File: config.mk
export PLATFORM = sky130hd
export DESIGN_NAME = quad_ddc
export DESIGN_NICKNAME = d
export VERILOG_FILES = /design/src/rtl/ddc_pkg.sv /design/src/rtl/ddc_phase_acc.sv /design/src/rtl/ddc_sincos.sv /design/src/rtl/ddc_mixer.sv /design/src/rtl/quad_ddc.sv
export SDC_FILE = /design/constraint.sdc
export NUM_CORES = 1
export LEC_CHECK = 0
export BUFFER_PORTS_ARGS = -buffer_cell sky130_fd_sc_hd__buf_2
export CORE_MARGIN = 4
export CORE_UTILIZATION = 59
export DETAILED_ROUTE_END_ITERATION = 10
export PLACE_DENSITY = 0.92
export SYNTH_ARGS = -nofsm -noshare
export SYNTH_HDL_FRONTEND = slang
export SYNTH_SLANG_ARGS = --single-unit
File: constraint.sdc
create_clock -name clk -period 4.95 [get_ports clk]
set_input_delay 0.495 -clock clk [delete_from_list [all_inputs] [get_ports clk]]
set_output_delay 0.495 -clock clk [all_outputs]
set_load 0.02 [all_outputs]
File: src/rtl/ddc_pkg.sv
package ddc_pkg;
  parameter int SAMP_W = 16;
  parameter int NCO_W  = 10;
  parameter int ACC_W  = 32;
  parameter int ADDR_W = 10;
  localparam int PROD_W = SAMP_W + NCO_W;
  localparam logic [ACC_W-1:0] DEF_INC = 32'd1275068416; // 19 * 2^26
endpackage

File: src/rtl/ddc_phase_acc.sv
module ddc_phase_acc
  import ddc_pkg::*;
#(
  parameter int W  = ACC_W,
  parameter int AW = ADDR_W,
  parameter logic [W-1:0] INC = DEF_INC
) (
  input  logic          clk,
  input  logic          rst_n,
  input  logic          adv,
  output logic [AW-1:0] phase
);
  logic [W-1:0]  acc_q, acc_d;
  logic [AW-1:0] ph_q, ph_d;

  always_comb begin
    acc_d = acc_q;
    ph_d  = ph_q;
    if (adv) begin
      acc_d = acc_q + INC;
      ph_d  = acc_q[W-1 -: AW];
    end
  end

  always_ff @(posedge clk or negedge rst_n) begin
    if (!rst_n) begin
      acc_q <= '0;
      ph_q  <= '0;
    end else begin
      acc_q <= acc_d;
      ph_q  <= ph_d;
    end
  end

  assign phase = ph_q;


  acc_hold_chk: assert property (@(posedge clk) disable iff (!rst_n)
    !adv |=> $stable(acc_q));

  acc_step_chk: assert property (@(posedge clk) disable iff (!rst_n)
    adv |=> (acc_q == $past(acc_q) + INC));
endmodule

File: src/rtl/ddc_sincos.sv
module ddc_sincos
  import ddc_pkg::*;
#(
  parameter int AW = ADDR_W,
  parameter int VW = NCO_W
) (
  input  logic                 clk,
  input  logic                 rst_n,
  input  logic                 en,
  input  logic [AW-1:0]        phase,
  output logic signed [VW-1:0] sin_o,
  output logic signed [VW-1:0] cos_o
);
  localparam int    QN  = 2 ** (AW - 2);
  localparam int    IW  = AW - 2;
  localparam int    MW  = VW - 1;
  localparam real   AMP = real'(2 ** (VW - 1) - 1);
  localparam real   PI  = 3.14159265358979323846;
  localparam logic [AW-1:0] QTR = {2'b01, {IW{1'b0}}};

  logic [MW-1:0] qtab [QN];

  for (genvar j = 0; j < QN; j++) begin : g_tab
    localparam int MAG = $rtoi(AMP * $sin(PI * (real'(j) + 0.5) / (2.0 * real'(QN))) + 0.5);
    assign qtab[j] = MAG[MW-1:0];
  end

  function automatic logic signed [VW-1:0] fold(input logic [AW-1:0] p,
                                                input logic [MW-1:0] m);
    logic signed [VW-1:0] v;
    v = $signed({1'b0, m});
    return p[AW-1] ? -v : v;
  endfunction

  logic [AW-1:0] cph;
  logic [IW-1:0] s_idx, c_idx;
  logic signed [VW-1:0] sin_d, cos_d, sin_q, cos_q;

  always_comb begin
    cph   = phase + QTR;
    s_idx = phase[AW-2] ? ~phase[IW-1:0] : phase[IW-1:0];
    c_idx = cph[AW-2]   ? ~cph[IW-1:0]   : cph[IW-1:0];
    sin_d = en ? fold(phase, qtab[s_idx]) : sin_q;
    cos_d = en ? fold(cph,   qtab[c_idx]) : cos_q;
  end

  always_ff @(posedge clk or negedge rst_n) begin
    if (!rst_n) begin
      sin_q <= '0;
      cos_q <= '0;
    end else begin
      sin_q <= sin_d;
      cos_q <= cos_d;
    end
  end

  assign sin_o = sin_q;
  assign cos_o = cos_q;


  sin_sign_chk: assert property (@(posedge clk) disable iff (!rst_n)
    en |=> ($past(phase[AW-1]) ? (sin_q < 0) : (sin_q > 0)));

  cos_sign_chk: assert property (@(posedge clk) disable iff (!rst_n)
    en |=> ($past(cph[AW-1]) ? (cos_q < 0) : (cos_q > 0)));
endmodule

File: src/rtl/ddc_mixer.sv
module ddc_mixer
  import ddc_pkg::*;
#(
  parameter int SW = SAMP_W,
  parameter int VW = NCO_W,
  localparam int PW = SW + VW
) (
  input  logic                 clk,
  input  logic                 rst_n,
  input  logic                 en,
  input  logic signed [SW-1:0] samp,
  input  logic signed [VW-1:0] sin_i,
  input  logic signed [VW-1:0] cos_i,
  output logic signed [PW-1:0] i_o,
  output logic signed [PW-1:0] q_o
);
  logic signed [PW-1:0] sx, sn, cs, i_d, q_d, i_q, q_q;

  always_comb begin
    sx  = $signed({{VW{samp[SW-1]}}, samp});
    sn  = $signed({{SW{sin_i[VW-1]}}, sin_i});
    cs  = $signed({{SW{cos_i[VW-1]}}, cos_i});
    i_d = en ? sx * sn : i_q;
    q_d = en ? sx * cs : q_q;
  end

  always_ff @(posedge clk or negedge rst_n) begin
    if (!rst_n) begin
      i_q <= '0;
      q_q <= '0;
    end else begin
      i_q <= i_d;
      q_q <= q_d;
    end
  end

  assign i_o = i_q;
  assign q_o = q_q;


  zero_in_chk: assert property (@(posedge clk) disable iff (!rst_n)
    (en && samp == '0) |=> (i_q == '0 && q_q == '0));
endmodule

File: src/rtl/quad_ddc.sv
module quad_ddc
  import ddc_pkg::*;
#(
  parameter int SW = SAMP_W,
  parameter int VW = NCO_W,
  parameter int AC = ACC_W,
  parameter int AW = ADDR_W,
  parameter logic [AC-1:0] INC = DEF_INC,
  localparam int PW = SW + VW
) (
  input  logic                 clk,
  input  logic                 rst_n,
  input  logic                 in_valid,
  input  logic signed [SW-1:0] in_sample,
  output logic                 out_valid,
  output logic signed [PW-1:0] i_out,
  output logic signed [PW-1:0] q_out
);
  logic v1_q, v2_q, v3_q;
  logic signed [SW-1:0] s1_q, s2_q, s1_d, s2_d;
  logic [AW-1:0] ph1;
  logic signed [VW-1:0] sin2, cos2;

  always_comb begin
    s1_d = in_valid ? in_sample : s1_q;
    s2_d = v1_q     ? s1_q      : s2_q;
  end

  always_ff @(posedge clk or negedge rst_n) begin
    if (!rst_n) begin
      v1_q <= 1'b0;
      v2_q <= 1'b0;
      v3_q <= 1'b0;
      s1_q <= '0;
      s2_q <= '0;
    end else begin
      v1_q <= in_valid;
      v2_q <= v1_q;
      v3_q <= v2_q;
      s1_q <= s1_d;
      s2_q <= s2_d;
    end
  end

  ddc_phase_acc #(.W(AC), .AW(AW), .INC(INC)) u_acc (
    .clk(clk), .rst_n(rst_n), .adv(in_valid), .phase(ph1));

  ddc_sincos #(.AW(AW), .VW(VW)) u_lut (
    .clk(clk), .rst_n(rst_n), .en(v1_q), .phase(ph1),
    .sin_o(sin2), .cos_o(cos2));

  ddc_mixer #(.SW(SW), .VW(VW)) u_mix (
    .clk(clk), .rst_n(rst_n), .en(v2_q), .samp(s2_q),
    .sin_i(sin2), .cos_i(cos2), .i_o(i_out), .q_o(q_out));

  assign out_valid = v3_q;


  out_lat_chk: assert property (@(posedge clk) disable iff (!rst_n)
    out_valid |-> $past(in_valid, 3));

  out_hold_chk: assert property (@(posedge clk) disable iff (!rst_n)
    !out_valid |-> ($stable(i_out) && $stable(q_out)));
endmodule

==> results of run 1 <==
## flip-flops by register name (all words and copies together) (netlist names)
signal / cells
u_acc.acc_q: 6
s2_q: 16
s1_q: 16
u_lut.cos_o: 10
u_mix.q_o: 26
out_valid: 1
u_mix.i_o: 26
u_lut.sin_o: 10
v2_q: 1
v1_q: 1
u_acc.phase: 6
## area by class of cell
type / count / share of cell area
Multi-Input combinational cell: 1342 / 0.626
Sequential cell: 119 / 0.136
Timing Repair Buffer: 341 / 0.121
Inverter: 392 / 0.0663
Tap cell: 390 / 0.0220
Clock buffer: 17 / 0.0192
Clock inverter: 15 / 0.00919
Antenna cell: 1 / 0.000113
## logic make-up (layout without fill, tap and decap cells)
group,count (synthesis),after routing,synth area share
other,0,1,0
flip-flops,119,119,0.166
adder cells (fa/ha/maj),412,412,0.404
XOR/XNOR,69,69,0.0356
AND/OR/NAND/NOR,548,548,0.147
buffers and inverters,493,765,0.107
multiplexers,78,78,0.0498
AO/OA/AOI/OAI,235,235,0.0906
## cells in the mapped netlist (6+ instances only)
master    count
a211oi_1     10
a21o_1       13
a21oi_1      59
a22oi_1       6
a31oi_1       9
and2_1      118
and3_1        8
buf_1         6
buf_2         8
buf_4         6
clkbuf_1     76
dfrtp_1     119
fa_1        278
ha_1        133
inv_1       389
mux2_2       70
mux2i_1       6
nand2_1     235
nand2b_1     21
nand3_1      26
nand4_1      10
nor2_1       75
nor2b_1      13
nor3_1       13
o211ai_1     12
o21a_1       10
o21ai_0      41
o31ai_1       9
or3_1         7
xnor2_1      50
xor2_1       16
## path summary, 6_finish.rpt
path,startpoint,to,slack (ps),cells after the start
worst max-delay path,u_lut.sin_o[2]$_DFFE_PN0P_,u_mix.i_o[25]$_DFFE_PN0P_,-870,19
worst min-delay path,rst_n,u_mix.q_o[5]$_DFFE_PN0P_,150,1
worst max register to register,u_lut.sin_o[2]$_DFFE_PN0P_,u_mix.i_o[25]$_DFFE_PN0P_,-870,19
worst min register to register,u_mix.q_o[15]$_DFFE_PN0P_,u_mix.q_o[15]$_DFFE_PN0P_,490,2
max in group asynchronous,rst_n,s2_q[11]$_DFFE_PN0P_,3500,2
min in group clk,in_sample[5],s1_q[5]$_DFFE_PN0P_,260,2
## stage by stage
| step | cell area, µm² | worst slack (ps) | hold slack [ps] | instances |
|---|---|---|---|---|
| 6_report | 22200 | -868 | 152 | 2617 |
| 5_1_grt | 22200 | -946 | 227 | 2617 |
| 4_1_cts | 21600 | -213 | 217 | 2597 |
| 3_5_place_dp | 20100 | -529 | 472 | 2520 |
| 3_3_place_gp | 20100 | -375 | 471 | 2520 |
| 2_1_floorplan | 18300 | -41.2 | 199 | 1954 |
## what timing repair did
action,CTS,global route
pin swaps,60,61
resized for setup,136,104
cloned,1,0
setup buffers,44,20
setup endpoints to repair,28,33
hold endpoints to repair,0,0
## per-layer routing
| layer | up-vias | global-route usage | routed length (µm) |
|---|---|---|---|
| li1 | 6624 | - | - |
| met1 | 7845 | 0.359 | 19200 |
| met2 | 1302 | 0.567 | 28600 |
| met3 | 562 | 0.0877 | 5860 |
| met4 | 0 | 0.247 | 5750 |
| met5 | - | 0 | 0 |
==> impl_results.md, run 1 <==
- Status: finished with violations
- Violated checks: setup timing
- All-Layer GR Usage: 0.334
- Worst-path fanout max: 8
- H-tree levels: 4
- DR pass1 iterations: 9
- Top cell by count, worst path: fa_1
- Delay-heaviest family, CP: adder cells
- CP Buf/Inv Count: 6
- Commonest cells after routing, fill and taps aside: 369 x inv_1, 257 x fa_1, 220 x buf_4
- GRT overflow: 0
- Startpoint types: flip-flop
- Post-Syn Area: 17,900 µm²
- Fin util: 0.745
- Worst path max stage delay: 770 ps
- Crit path capture type: flip-flop
- Starting Density: 0.602
- Vias: 16,300
- ANT nets after route: 0
- Layout cells sized above 1: 0.292
- I/O pin count: 72
- Setup slack after layout: -868 ps
- # rows: 63
- Avg Cell Area, Syn: 9.18 µm²
- DR WL/cell: 22.7 µm
- Root buffer cell: clkbuf_16
- FMAX: 0.172 GHz
- Worst-path clk slew: 70 ps
- Fillers: 1,722
- Register bit total from synthesis: 119
- Number of global-route vias before repair: 17,700
- Top FF cell, synth: dfrtp_1
- DP HPWL: 36,400 µm
- Worst Hold Class: input pin to asynchronous set/reset pin
- Register Area: 3010 µm²
- Routed WL: 59,500 µm
- Post-CTS Hold Buffers: 0
- CP Data Required Time: 5310 ps
- Global placer's final weighted congestion: 0.921
- Least-Margin Pin Slew: 1150 ps
- WP data arrival: 6180 ps
- Die W: 182 µm
- Async S/R FF share, synth: 1.00
- Iter 0 DRT Violations: 1,787
- Largest net degree at the start of global routing: 68
- Vias per std cell: 6.24
- Yosys warns: 0
- Yosys cell types: 84
- Synth top area cells: fa_1 31%, dfrtp_1 17%, ha_1 9.3%, inv_1 8.1%, nand2_1 4.9%
- Endpoints failing hold: 0
- Bufs on Longest Clock Path: 2
- Die Span Y: 182 µm
- Syn Inst Count: 1,954
- Max-cap violations: 0
- # setup viols final: 31
- CTS tree: yes
- Clock latency at the later pin of the worst-skew pair: 470 ps
- Slowest CP cell: fa_1
- Worst clock skew: 16.3 ps
- Post-layout nets: 2,643
- RSZ-0062 raised after global routing: true
- Initial antenna violation count: 1
- I/O Buffers: 71
- Final Max Slew Viols: 0
- Clock sinks: 119
- Multi-input gate area: 13,900 µm²
- Synth area leader: fa_1
- Crit path cell chain: buf_6, nand2_1, fa_1, fa_1, inv_1, fa_1, fa_1, inv_1, fa_1, inv_1, ha_1, buf_4, nand2_2, nor4_4, o311ai_4, buf_4, a21oi_4, o21a_1, o31ai_1
- Crit path time final: 5820 ps
- Number of synthesized flops with an enable pin: 0
- Crit Path Class: flip-flop to flip-flop
- Residual DRC: 0
- P&R area growth vs syn: 23.7%
- Commonest non-fill, non-tap cell in the layout: inv_1
- Total core area: 29,800 µm²
- Synth top area share: 0.310
- Die area: 33,200 µm²
- CTS Buf Count: 17
- Setup TNS: -13,890 ps
- Max_slew headroom: 0.231
- Mapped Nets: 2,384
- Global-route wire length before repair: 88,500 µm
- Register area share after synthesis: 0.166
- Ratio of final minimum period to clock period: 1.18
Power of run 1 is left out: the tool's default activity adds up to more than one toggle a clock period on the data nets, which glitch-free logic cannot reach.
==> inputs of run 2 (changes only) <==
--- a/config.mk
+++ b/config.mk
@@ -6,7 +6,8 @@
 export NUM_CORES = 1
 export LEC_CHECK = 0
 export BUFFER_PORTS_ARGS = -buffer_cell sky130_fd_sc_hd__buf_2
-export CORE_MARGIN = 4
+export CORE_ASPECT_RATIO = 0.8
+export CORE_MARGIN = 5
 export CORE_UTILIZATION = 59
 export DETAILED_ROUTE_END_ITERATION = 10
 export PLACE_DENSITY = 0.92
==> constraint.sdc (replaced) <==
create_clock -name clk -period 5.33 [get_ports clk]
set_input_delay 0.533 -clock clk [delete_from_list [all_inputs] [get_ports clk]]
set_output_delay 0.533 -clock clk [all_outputs]
set_load 0.02 [all_outputs]
==> impl_results.md, run 2 (synthesis gave the netlist of run 1 again) <==
- Clock sinks: 119 (unchanged)
- Fillers: 1,822 (+5.8%)
- RSZ-0062 raised after global routing: true
- Setup slack after layout: -657 ps (+211 ps)
- Post-layout nets: 2,613 (-1.1%)
- DR WL/cell: 23.2 µm (+2.1%)
- # rows: 57 (-9.5%)
- WP data arrival: 6380 ps (+200 ps)
- N_diodes: 0 (-1)
- Top cell by count, worst path: fa_1
- Die area: 34,000 µm² (+2.3%)
- Slowest CP cell: xor2_1
- Violated checks: setup timing
- Endpoints failing hold: 0 (unchanged)
- Total core area: 30,200 µm² (+1.2%)
- Status: finished with violations
- Residual DRC: 0 (unchanged)
- Crit path time final: 5990 ps (+169 ps)
- Die Span Y: 166 µm (-9.0%)
- Worst path max stage delay: 790 ps (+20 ps)
- Worst-path clk slew: 70 ps (about the same)
- Worst clock skew: 13.0 ps (-3.33 ps)
- Die W: 205 µm (+12%)
- Crit Path Class: flip-flop to flip-flop
- Global-route wire length before repair: 83,800 µm (-5.3%)
- Number of global-route vias before repair: 16,500 (-6.8%)
- # setup viols final: 22 (-29%)
- Final Max Slew Viols: 0 (unchanged)
- Crit path capture type: flip-flop
- Crit path cell chain: buf_4, buf_8, nand2_1, fa_1, inv_1, fa_1, fa_1, fa_1, inv_1, fa_1, inv_1, ha_2, o21a_1, nor2_4, nor4_4, nor3_2, o21bai_1, xor2_1, mux2_2
- Routed WL: 60,500 µm (+1.7%)
- DP HPWL: 36,300 µm (-0.41%)
- CTS tree: yes
- RR Startpoint: s2_q[6]$_DFFE_PN0P_
- Bufs on Longest Clock Path: 2 (unchanged)
- Initial antenna violation count: 1 (unchanged)
- Vias per std cell: 6.26 (+0.29%)
- I/O pin count: 72 (unchanged)
- CP Data Required Time: 5730 ps (+420 ps)
- Clock latency at the later pin of the worst-skew pair: 460 ps (about the same)
- Iter 0 DRT Violations: 2,232 (+25%)
- Largest net degree at the start of global routing: 69 (+1.5%)
- Commonest non-fill, non-tap cell in the layout: inv_1
- Startpoint types: flip-flop
- Critical Path Start: s2_q[6]$_DFFE_PN0P_
- Max_slew headroom: 0.347 (+0.116)
- Vias: 16,300 (-0.055%)
- I/O Buffers: 71 (unchanged)
- Root buffer cell: clkbuf_16
- FMAX: 0.167 GHz (-2.8%)
- Max-cap violations: 0 (unchanged)
- All-Layer GR Usage: 0.309 (-0.0258)
- H-tree levels: 4 (unchanged)
- Hold path start: in_sample[13]
- ANT nets after route: 0 (unchanged)
- Ratio of final minimum period to clock period: 1.12 (-0.0521)
- Worst Hold Class: input pin to flip-flop
- DR pass1 iterations: 8 (-1)
- Commonest cells after routing, fill and taps aside: 376 x inv_1, 266 x fa_1, 227 x nand2_1
- Global placer's final weighted congestion: 0.930 (+0.88%)
- Setup TNS: -4510 ps (+9380 ps)
- GRT overflow: 0 (unchanged)
- Worst-path fanout max: 10 (+2)
- P&R area growth vs syn: 20.7%
- CTS Buf Count: 17 (unchanged)
- Starting Density: 0.594 (-0.00741)
- Least-Margin Pin Slew: 976 ps (-177 ps)
- Layout cells sized above 1: 0.256 (-0.0360)
==> run 2: cell count changes in the layout (fill, tap and decap cells not counted), moves of 6 or more <==
cell	delta
and2_1	+7
and2_4	-6
nand2_1	+16
a21oi_2	-6
fa_1	+9
nand2_2	-13
buf_4	-18
inv_2	-8
ha_4	-8
buf_6	-10
fa_2	-9
inv_1	+7
==> run 2: per-stage QoR <==
stage / setup slack, ps / utilization / hold WS [ps] / instance area [µm²] / cells
3_3_place_gp: -287 / 0.656 / 369 / 19800 / 2516
3_5_place_dp: -476 / 0.656 / 367 / 19800 / 2516
2_1_floorplan: -1.41 / - / 237 / 17900 / 1954
5_1_grt: -699 / 0.718 / 316 / 21600 / 2608
6_report: -657 / 0.718 / 320 / 21600 / 2608
4_1_cts: 0.126 / 0.694 / 319 / 20900 / 2576
==> run 2: metal layers <==
| layer | vias to the layer above | share of wire | GRT usage | routed length (µm) |
|---|---|---|---|---|
| met1 | 7879 | 0.33 | 0.391 | 20000 |
| met2 | 1323 | 0.45 | 0.495 | 27400 |
| met5 | - | 0 | 0 | 0 |
| met4 | 0 | 0.096 | 0.177 | 5780 |
| met3 | 543 | 0.12 | 0.0633 | 7300 |
| li1 | 6579 | - | - | - |
==> run 2: cell type report <==
cell class / count / area (µm²) / area share
clock buffers: 23 / 488 / 0.0225
clock inverters: 8 / 120 / 0.00555
inverters: 392 / 1480 / 0.0681
multi-input cells: 1342 / 13600 / 0.630
flip-flops and latches: 119 / 3010 / 0.139
well taps: 413 / 517 / 0.0239
repair buffers: 311 / 2400 / 0.111
==> run 2: repair_timing <==
action	4_1_cts	5_1_grt
gates resized for setup	88	105
buffers inserted	31	31
endpoints found under the hold margin	7	0
endpoints found under the setup margin	25	25
hold buffers	1	0
pin swaps	37	83
gates cloned	0	1
==> run 2: critical path, delay by kind of cell, from the launching register on <==
kind	cells	cell delay (ps)
adder cells (fa/ha/maj)	6	2870
AND/OR/NAND/NOR	4	670
flip-flops	1	460
buffers and inverters	5	470
XOR/XNOR	1	790
multiplexers	1	300
AO/OA/AOI/OAI	2	350
==> run 2: final timing paths <==
kind                            slack (ps)                     endpoint  cells after the start
worst max-delay path                  -660    u_mix.i_o[17]$_DFFE_PN0P_                     19
worst min-delay path                   320         s1_q[13]$_DFFE_PN0P_                      2
worst max register to register        -660    u_mix.i_o[17]$_DFFE_PN0P_                     19
worst min register to register         480  u_acc.acc_q[31]$_DFFE_PN0P_                      1
max in group asynchronous             3680         s2_q[14]$_DFFE_PN0P_                      3
min in group asynchronous              450          s2_q[0]$_DFFE_PN0P_                      2
Power of run 2 is left out for the same reason.
